### src/rtl/qld_pkg.sv
package qld_pkg;
  localparam int unsigned DEF_CNT_W     = 16;
  localparam int unsigned DEF_MIN_PER   = 64;
  localparam int unsigned DEF_LOCK_RUNS = 4;
  localparam int unsigned DEF_SYNC      = 2;

  typedef enum logic [1:0] {
    JDG_IDLE = 2'd0,
    JDG_PASS = 2'd1,
    JDG_MISS = 2'd2,
    JDG_BAD  = 2'd3
  } jdg_e;
endpackage

### src/rtl/qld_edge.sv
module qld_edge #(
  parameter int unsigned STAGES = 2
) (
  input  logic clk_i,
  input  logic rst_ni,
  input  logic d_i,
  output logic rise_o
);
  logic [STAGES-1:0] sync_q;
  logic              prev_q;

  for (genvar g = 0; g < STAGES; g++) begin : g_sync
    if (g == 0) begin : g_first
      always_ff @(posedge clk_i or negedge rst_ni)
        if (!rst_ni) sync_q[0] <= 1'b0;
        else         sync_q[0] <= d_i;
    end else begin : g_next
      always_ff @(posedge clk_i or negedge rst_ni)
        if (!rst_ni) sync_q[g] <= 1'b0;
        else         sync_q[g] <= sync_q[g-1];
    end
  end

  always_ff @(posedge clk_i or negedge rst_ni)
    if (!rst_ni) prev_q <= 1'b0;
    else         prev_q <= sync_q[STAGES-1];

  assign rise_o = sync_q[STAGES-1] & ~prev_q;
endmodule

### src/rtl/qld_meas.sv
module qld_meas #(
  parameter int unsigned CNT_W   = 16,
  parameter int unsigned MIN_PER = 64
) (
  input  logic             clk_i,
  input  logic             rst_ni,
  input  logic             a_rise_i,
  input  logic             b_rise_i,
  output logic             evt_o,
  output logic             ok_o,
  output logic [CNT_W-1:0] per_o,
  output logic [CNT_W-1:0] dly_o
);
  localparam logic [CNT_W-1:0] CNT_MAX = {CNT_W{1'b1}};
  localparam logic [CNT_W-1:0] PER_MIN = CNT_W'(MIN_PER);

  logic [CNT_W-1:0] per_cnt_q;
  logic [CNT_W-1:0] dly_cap_q;
  logic             b_seen_q;
  logic             primed_q;
  logic             have_b;
  logic             tmo;

  assign have_b = b_seen_q | b_rise_i;
  // counter about to saturate: edge is missing
  assign tmo    = ~a_rise_i & (per_cnt_q == CNT_MAX - 1'b1);

  always_ff @(posedge clk_i or negedge rst_ni) begin
    if (!rst_ni) begin
      per_cnt_q <= '0;
      dly_cap_q <= '0;
      b_seen_q  <= 1'b0;
      primed_q  <= 1'b0;
    end else begin
      if (a_rise_i) begin
        per_cnt_q <= CNT_W'(1);
        primed_q  <= 1'b1;
      end else if (per_cnt_q != CNT_MAX) begin
        per_cnt_q <= per_cnt_q + 1'b1;
      end
      if (b_rise_i) dly_cap_q <= per_cnt_q;
      b_seen_q <= a_rise_i ? 1'b0 : have_b;
    end
  end

  assign evt_o = (a_rise_i & primed_q) | tmo;
  assign ok_o  = a_rise_i & primed_q & have_b &
                 (per_cnt_q >= PER_MIN) & (per_cnt_q != CNT_MAX);
  assign per_o = per_cnt_q;
  assign dly_o = b_rise_i ? per_cnt_q : dly_cap_q;
endmodule

### src/rtl/qld_judge.sv
module qld_judge
  import qld_pkg::*;
#(
  parameter int unsigned CNT_W     = 16,
  parameter int unsigned LOCK_RUNS = 4
) (
  input  logic             clk_i,
  input  logic             rst_ni,
  input  logic             evt_i,
  input  logic             ok_i,
  input  logic [CNT_W-1:0] per_i,
  input  logic [CNT_W-1:0] dly_i,
  input  logic [CNT_W-1:0] tol_i,
  output logic             lock_o,
  output logic [CNT_W:0]   err_o,
  output logic             err_vld_o,
  output logic             quad_far_o
);
  localparam int unsigned EW  = CNT_W + 1;
  localparam int unsigned RUW = $clog2(LOCK_RUNS + 1);
  localparam logic [RUW-1:0] RUN_TOP = RUW'(LOCK_RUNS);

  logic signed [EW-1:0] err_c;
  logic        [EW-1:0] mag_c;
  logic                 far_c;
  logic                 in_tol_c;
  jdg_e                 jdg;
  logic [RUW-1:0]       run_q;
  logic [RUW-1:0]       run_nxt;

  assign err_c    = $signed({1'b0, dly_i}) - $signed({3'b000, per_i[CNT_W-1:2]});
  assign mag_c    = err_c[EW-1] ? EW'(-err_c) : EW'(err_c);
  assign far_c    = dly_i > {1'b0, per_i[CNT_W-1:1]};
  assign in_tol_c = ~far_c & (mag_c <= {1'b0, tol_i});
  assign run_nxt  = (run_q == RUN_TOP) ? run_q : run_q + 1'b1;

  always_comb begin
    if (!evt_i)         jdg = JDG_IDLE;
    else if (!ok_i)     jdg = JDG_BAD;
    else if (in_tol_c)  jdg = JDG_PASS;
    else                jdg = JDG_MISS;
  end

  always_ff @(posedge clk_i or negedge rst_ni) begin
    if (!rst_ni) begin
      err_o      <= '0;
      err_vld_o  <= 1'b0;
      quad_far_o <= 1'b0;
      run_q      <= '0;
      lock_o     <= 1'b0;
    end else begin
      err_vld_o <= 1'b0;
      if (jdg == JDG_PASS || jdg == JDG_MISS) begin
        err_vld_o  <= 1'b1;
        err_o      <= err_c;
        quad_far_o <= far_c;
      end
      unique case (jdg)
        JDG_PASS: begin
          run_q  <= run_nxt;
          lock_o <= (run_nxt == RUN_TOP);
        end
        JDG_MISS, JDG_BAD: begin
          run_q  <= '0;
          lock_o <= 1'b0;
        end
        default: ;
      endcase
    end
  end
endmodule

### src/rtl/quad_lock_det.sv
module quad_lock_det
  import qld_pkg::*;
#(
  parameter int unsigned CNT_W     = DEF_CNT_W,
  parameter int unsigned MIN_PER   = DEF_MIN_PER,
  parameter int unsigned LOCK_RUNS = DEF_LOCK_RUNS,
  parameter int unsigned SYNC      = DEF_SYNC
) (
  input  logic             clk_i,
  input  logic             rst_ni,
  input  logic             sig_a_i,
  input  logic             sig_b_i,
  input  logic [CNT_W-1:0] tol_i,
  output logic             lock_o,
  output logic [CNT_W:0]   phase_err_o,
  output logic             phase_err_vld_o,
  output logic             quad_far_o
);
  logic [1:0]       sig_in;
  logic [1:0]       rise;
  logic             evt;
  logic             ok;
  logic [CNT_W-1:0] per;
  logic [CNT_W-1:0] dly;

  assign sig_in = {sig_b_i, sig_a_i};

  // identical paths keep A-to-B delay exact in counts
  for (genvar c = 0; c < 2; c++) begin : g_chan
    qld_edge #(.STAGES(SYNC)) u_edge (
      .clk_i  (clk_i),
      .rst_ni (rst_ni),
      .d_i    (sig_in[c]),
      .rise_o (rise[c])
    );
  end

  qld_meas #(.CNT_W(CNT_W), .MIN_PER(MIN_PER)) u_meas (
    .clk_i    (clk_i),
    .rst_ni   (rst_ni),
    .a_rise_i (rise[0]),
    .b_rise_i (rise[1]),
    .evt_o    (evt),
    .ok_o     (ok),
    .per_o    (per),
    .dly_o    (dly)
  );

  qld_judge #(.CNT_W(CNT_W), .LOCK_RUNS(LOCK_RUNS)) u_judge (
    .clk_i      (clk_i),
    .rst_ni     (rst_ni),
    .evt_i      (evt),
    .ok_i       (ok),
    .per_i      (per),
    .dly_i      (dly),
    .tol_i      (tol_i),
    .lock_o     (lock_o),
    .err_o      (phase_err_o),
    .err_vld_o  (phase_err_vld_o),
    .quad_far_o (quad_far_o)
  );
endmodule

### config.mk
export PLATFORM = sky130hd
export DESIGN_NAME = quad_lock_det
export DESIGN_NICKNAME = d
export VERILOG_FILES = /design/src/rtl/qld_pkg.sv /design/src/rtl/qld_edge.sv /design/src/rtl/qld_meas.sv /design/src/rtl/qld_judge.sv /design/src/rtl/quad_lock_det.sv
export SDC_FILE = /design/constraint.sdc
export NUM_CORES = 1
export LEC_CHECK = 0
export CORE_MARGIN = 3
export CORE_UTILIZATION = 47
export DETAILED_ROUTE_END_ITERATION = 6
export DONT_BUFFER_PORTS = 1
export PLACE_DENSITY = 0.68
export REMOVE_ABC_BUFFERS = 1
export SETUP_SLACK_MARGIN = 0.1
export SLEW_MARGIN = 10
export SYNTH_ARGS = -nofsm -noshare
export SYNTH_HDL_FRONTEND = slang
export SYNTH_SLANG_ARGS = --single-unit
export TNS_END_PERCENT = 100
### constraint.sdc
create_clock -name clk_i -period 6.75 [get_ports clk_i]
set_clock_uncertainty 0.1 [all_clocks]
set_input_delay 0.675 -clock clk_i [delete_from_list [all_inputs] [get_ports clk_i]]
set_output_delay 0.675 -clock clk_i [all_outputs]
set_load 0.05 [all_outputs]
==> impl_metrics.py <==
metrics = {
    "run_status": {
        "status": "finished clean",
    },
    "critical_path": {
        "slowest_stage": "a2111o_1",
        "setup.worst_path.start_class": "flop",
        "crit_start": "g_chan[1].u_edge.prev_q",
        "end_kind": "flop",
        "worst_ep_required_time_ps": 6880,
        "arrival_ps": 6270,
        "critPathMaxFanout": 26,
        "path_cells": "nor2b_1, buf_4, mux2_2, ha_1, a2111o_1, o21ai_2, xor2_1, and4b_1, and3_4, a21oi_1, xnor2_1, ha_1, and3_1, nand3_1, a211oi_1, or4_1, o21ai_0, nand3_1, a21o_1, ha_1, buf_4, inv_2, mux2_2",
        "crit_type": "flop to flop",
        "cpMostUsedCell": "ha_1",
        "crit_path_max_incr_delay_ps": 490,
        "rr_startpoint": "g_chan[1].u_edge.prev_q",
    },
    "synth": {
        "yosysWarnings": 0,
        "synthArstFlopShare_pct": 100.0,
        "syn_area_per_cell_um2": 9.269,
        "synth_cells": 475,
        "synth_fa_ha_area_share_pct": 15.80,
        "netlist_area_um2": 4403,
        "synth_top_family_by_area": "compound AO/OA/AOI/OAI gates",
        "synth_xor_area_share_pct": 6.763,
        "synth-compound-area-share_pct": 16.48,
        "ys_ff_latch": 63,
        "synthFlopType": "dfrtp_1",
        "synth_cell_types": 55,
        "synth_edf_count": 0,
        "synth_top_area_share_pct": 35.81,
        "synth.top_cells.by_area": "dfrtp_1, ha_1, xnor2_1",
        "yosysSeqAreaShare_pct": 35.81,
        "yosysTopAreaCell": "dfrtp_1",
        "synthSimpleGateAreaFrac_pct": 15.97,
        "synthMuxAreaShare_pct": 4.803,
    },
    "timing": {
        "whs_ps": 88.39,
        "slew_headroom_pct": 32.46,
        "rsz0062_at_grt": "no",
        "finalCritPeriodShare_pct": 91.01,
        "layout_min_cycle_time_ps": 6143,
        "finalHoldViolCount": 0,
        "slew_violations": 0,
        "worst_pin_slew_ps": 1011,
        "tns_ps": 0,
        "finalSetupViolCount": 0,
        "timing.fmax_mhz": 162.8,
        "setup_slack_ps": 607.1,
    },
    "grt": {
        "grt_overflow_total": 0,
        "grt_pass1_wl_um": 16000,
        "grt_pass1_vias": 3305,
        "grt_start_max_net_pins": 64,
        "antenna_found_initial": 0,
        "grtUsageTotal_pct": 19.08,
    },
    "clocking": {
        "clkLatencyLatePin_ps": 350,
        "cts_tree": "done",
        "clkSlewWorstSetupHoldPaths_ps": 80,
        "cts.sinks": 63,
        "cts_root_buf": "clkbuf_8",
        "cts_buffers": 9,
        "ctsLongestPathBuffers": 2,
        "htree_levels": 3,
    },
    "detailed_routing": {
        "wl_per_cell_um": 16.04,
        "drc": 0,
        "viasPerCell": 5.671,
        "wl_um": 9541,
        "num_vias": 3374,
        "drt_iter0_markers": 219,
        "first_pass_iters": 4,
        "antenna_left": 0,
    },
    "place": {
        "dp_cells": 578,
        "post-place-ws_ps": 632.0,
        "portBuffers": 0,
        "dp_hpwl_um": 7397,
        "place_congestion": 0.8634,
    },
    "cells_and_area": {
        "final_nets": 557,
        "drive_gt1_share_pct": 9.856,
        "antenna_cells": 0,
        "syn2layout_area_growth_pct": 9.434,
        "mostFrequentLayoutCell": "dfrtp_1",
        "utilization_pct": 54.19,
        "fin_cells": 595,
        "mostFrequentLayoutCells": "dfrtp_1, ha_1, inv_1",
    },
    "floorplanning": {
        "coreArea_um2": 8891,
        "die_w_um": 102.8,
        "floorplan.die_area_um2": 10570,
        "io-pin-count": 40,
        "fp.dieH_um": 102.8,
        "initial_core_util_pct": 49.52,
        "row_count": 34,
    },
    "pwr": {
        "p_per_area_nw_per_um2": 555.0,
        "leakagePower_nw": 2.327,
        "ir_drop_mv": 0.3701,
    },
    "job": {
        "cap_violations": 0,
    },
    "min_path": {
        "hold_class": "primary input to asynchronous set/reset pin",
    },
}
## through the flow
stage	cell area, um2	total power, mW
finish	4818	2.674
global route	4818	2.932
CTS	4811	2.683
detailed placement	4529	2.242
global placement	4529	2.199
floorplan	4372	1.929
## Yosys cell counts (2+ instances only)
master and n:
mux2i_1 2, nand4_1 13, nand3_1 9, nand2_1 39
a31oi_1 7, xor2_1 6, a21oi_1 30, o21ai_2 2
a21o_1 12, or4_1 3, clkbuf_1 6, nor3_1 8
nor2_1 35, o21a_1 6, or3_1 2, and2_1 2
a41oi_1 2, dfrtp_1 63, ha_1 54, a211oi_1 3
o211ai_1 3, mux2_2 17, o21ai_0 28, nand2b_1 6
o21ai_1 3, nor4_1 7, inv_1 42, nor2b_1 9
and3_1 2, xnor2_1 28, a211o_1 2
## where the power goes
group | internal [mW] | leakage, nW | switching, mW | total (mW)
logic | 0.685 | 1.39 | 0.860 | 1.55
clock network | 0.258 | 0.127 | 0.159 | 0.417
registers | 0.458 | 0.814 | 0.254 | 0.712
total | 1.40 | 2.33 | 1.27 | 2.67
## metal layers
| metal | part of all wire, % | up-vias | track usage (%) |
|---|---|---|---|
| li1 | - | 1709 | - |
| met1 | 46 | 1602 | 24.85 |
| met2 | 48 | 49 | 31.48 |
| met3 | 4.5 | 14 | 5.142 |
| met4 | 1.4 | 0 | 5.179 |
| met5 | 0 | - | 0 |
## final timing paths
path / endpoint / depth (start not counted) / slack (ps)
max: u_judge.err_o[8] / 23 / 610
min: u_judge.err_o[11] / 1 / 90
max reg2reg: u_judge.err_o[8] / 23 / 610
min reg2reg: g_chan[1].u_edge.sync_q[1] / 0 / 260
max in group asynchronous: u_judge.run_q[2] / 1 / 6190
min in group clk_i: g_chan[0].u_edge.sync_q[0] / 0 / 260
## worst max-delay path, delay by kind of cell, from the launching register on
family	cells	cell delay, ps
compound gates	6	1210
buf+inv	3	650
flops	1	370
xor+xnor	2	460
fa+ha+maj	3	940
mux	2	750
simple gates	7	1530
## registers in the layout (all words and copies together), names as in the netlist, 2 cells and up
register	cells
g_chan.u_edge.prev_q	2
g_chan.u_edge.sync_q	4
u_judge.err_o	17
u_judge.run_q	3
u_meas.dly_cap_q	16
u_meas.per_o	16
## what timing repair did
action / in CTS / in global routing
endpoints found under the hold margin: 63 / 0
setup buffers: 0 / 0
gates resized for setup: 0 / 1
hold buffers: 1 / 0
setup endpoints to repair: 0 / 3
## cells by family after synthesis
logic type               count (synthesis)
XOR/XNOR                                34
AND/OR/NAND/NOR                        142
multiplexers                            19
flip-flops                              63
AO/OA/AOI/OAI                          111
buffers and inverters                   51
adder cells (fa/ha/maj)                 55
## cell type report
cell class,count,area (um2)
Tap cell,108,135.1
Sequential cell,63,1577
Fill cell,777,4073
Clock inverter,6,116.4
Clock buffer,10,137.6
Timing Repair Buffer,4,50.05
Inverter,43,161.4
Multi-Input combinational cell,361,2641
Note: power is estimated with default switching activity, not from simulation.
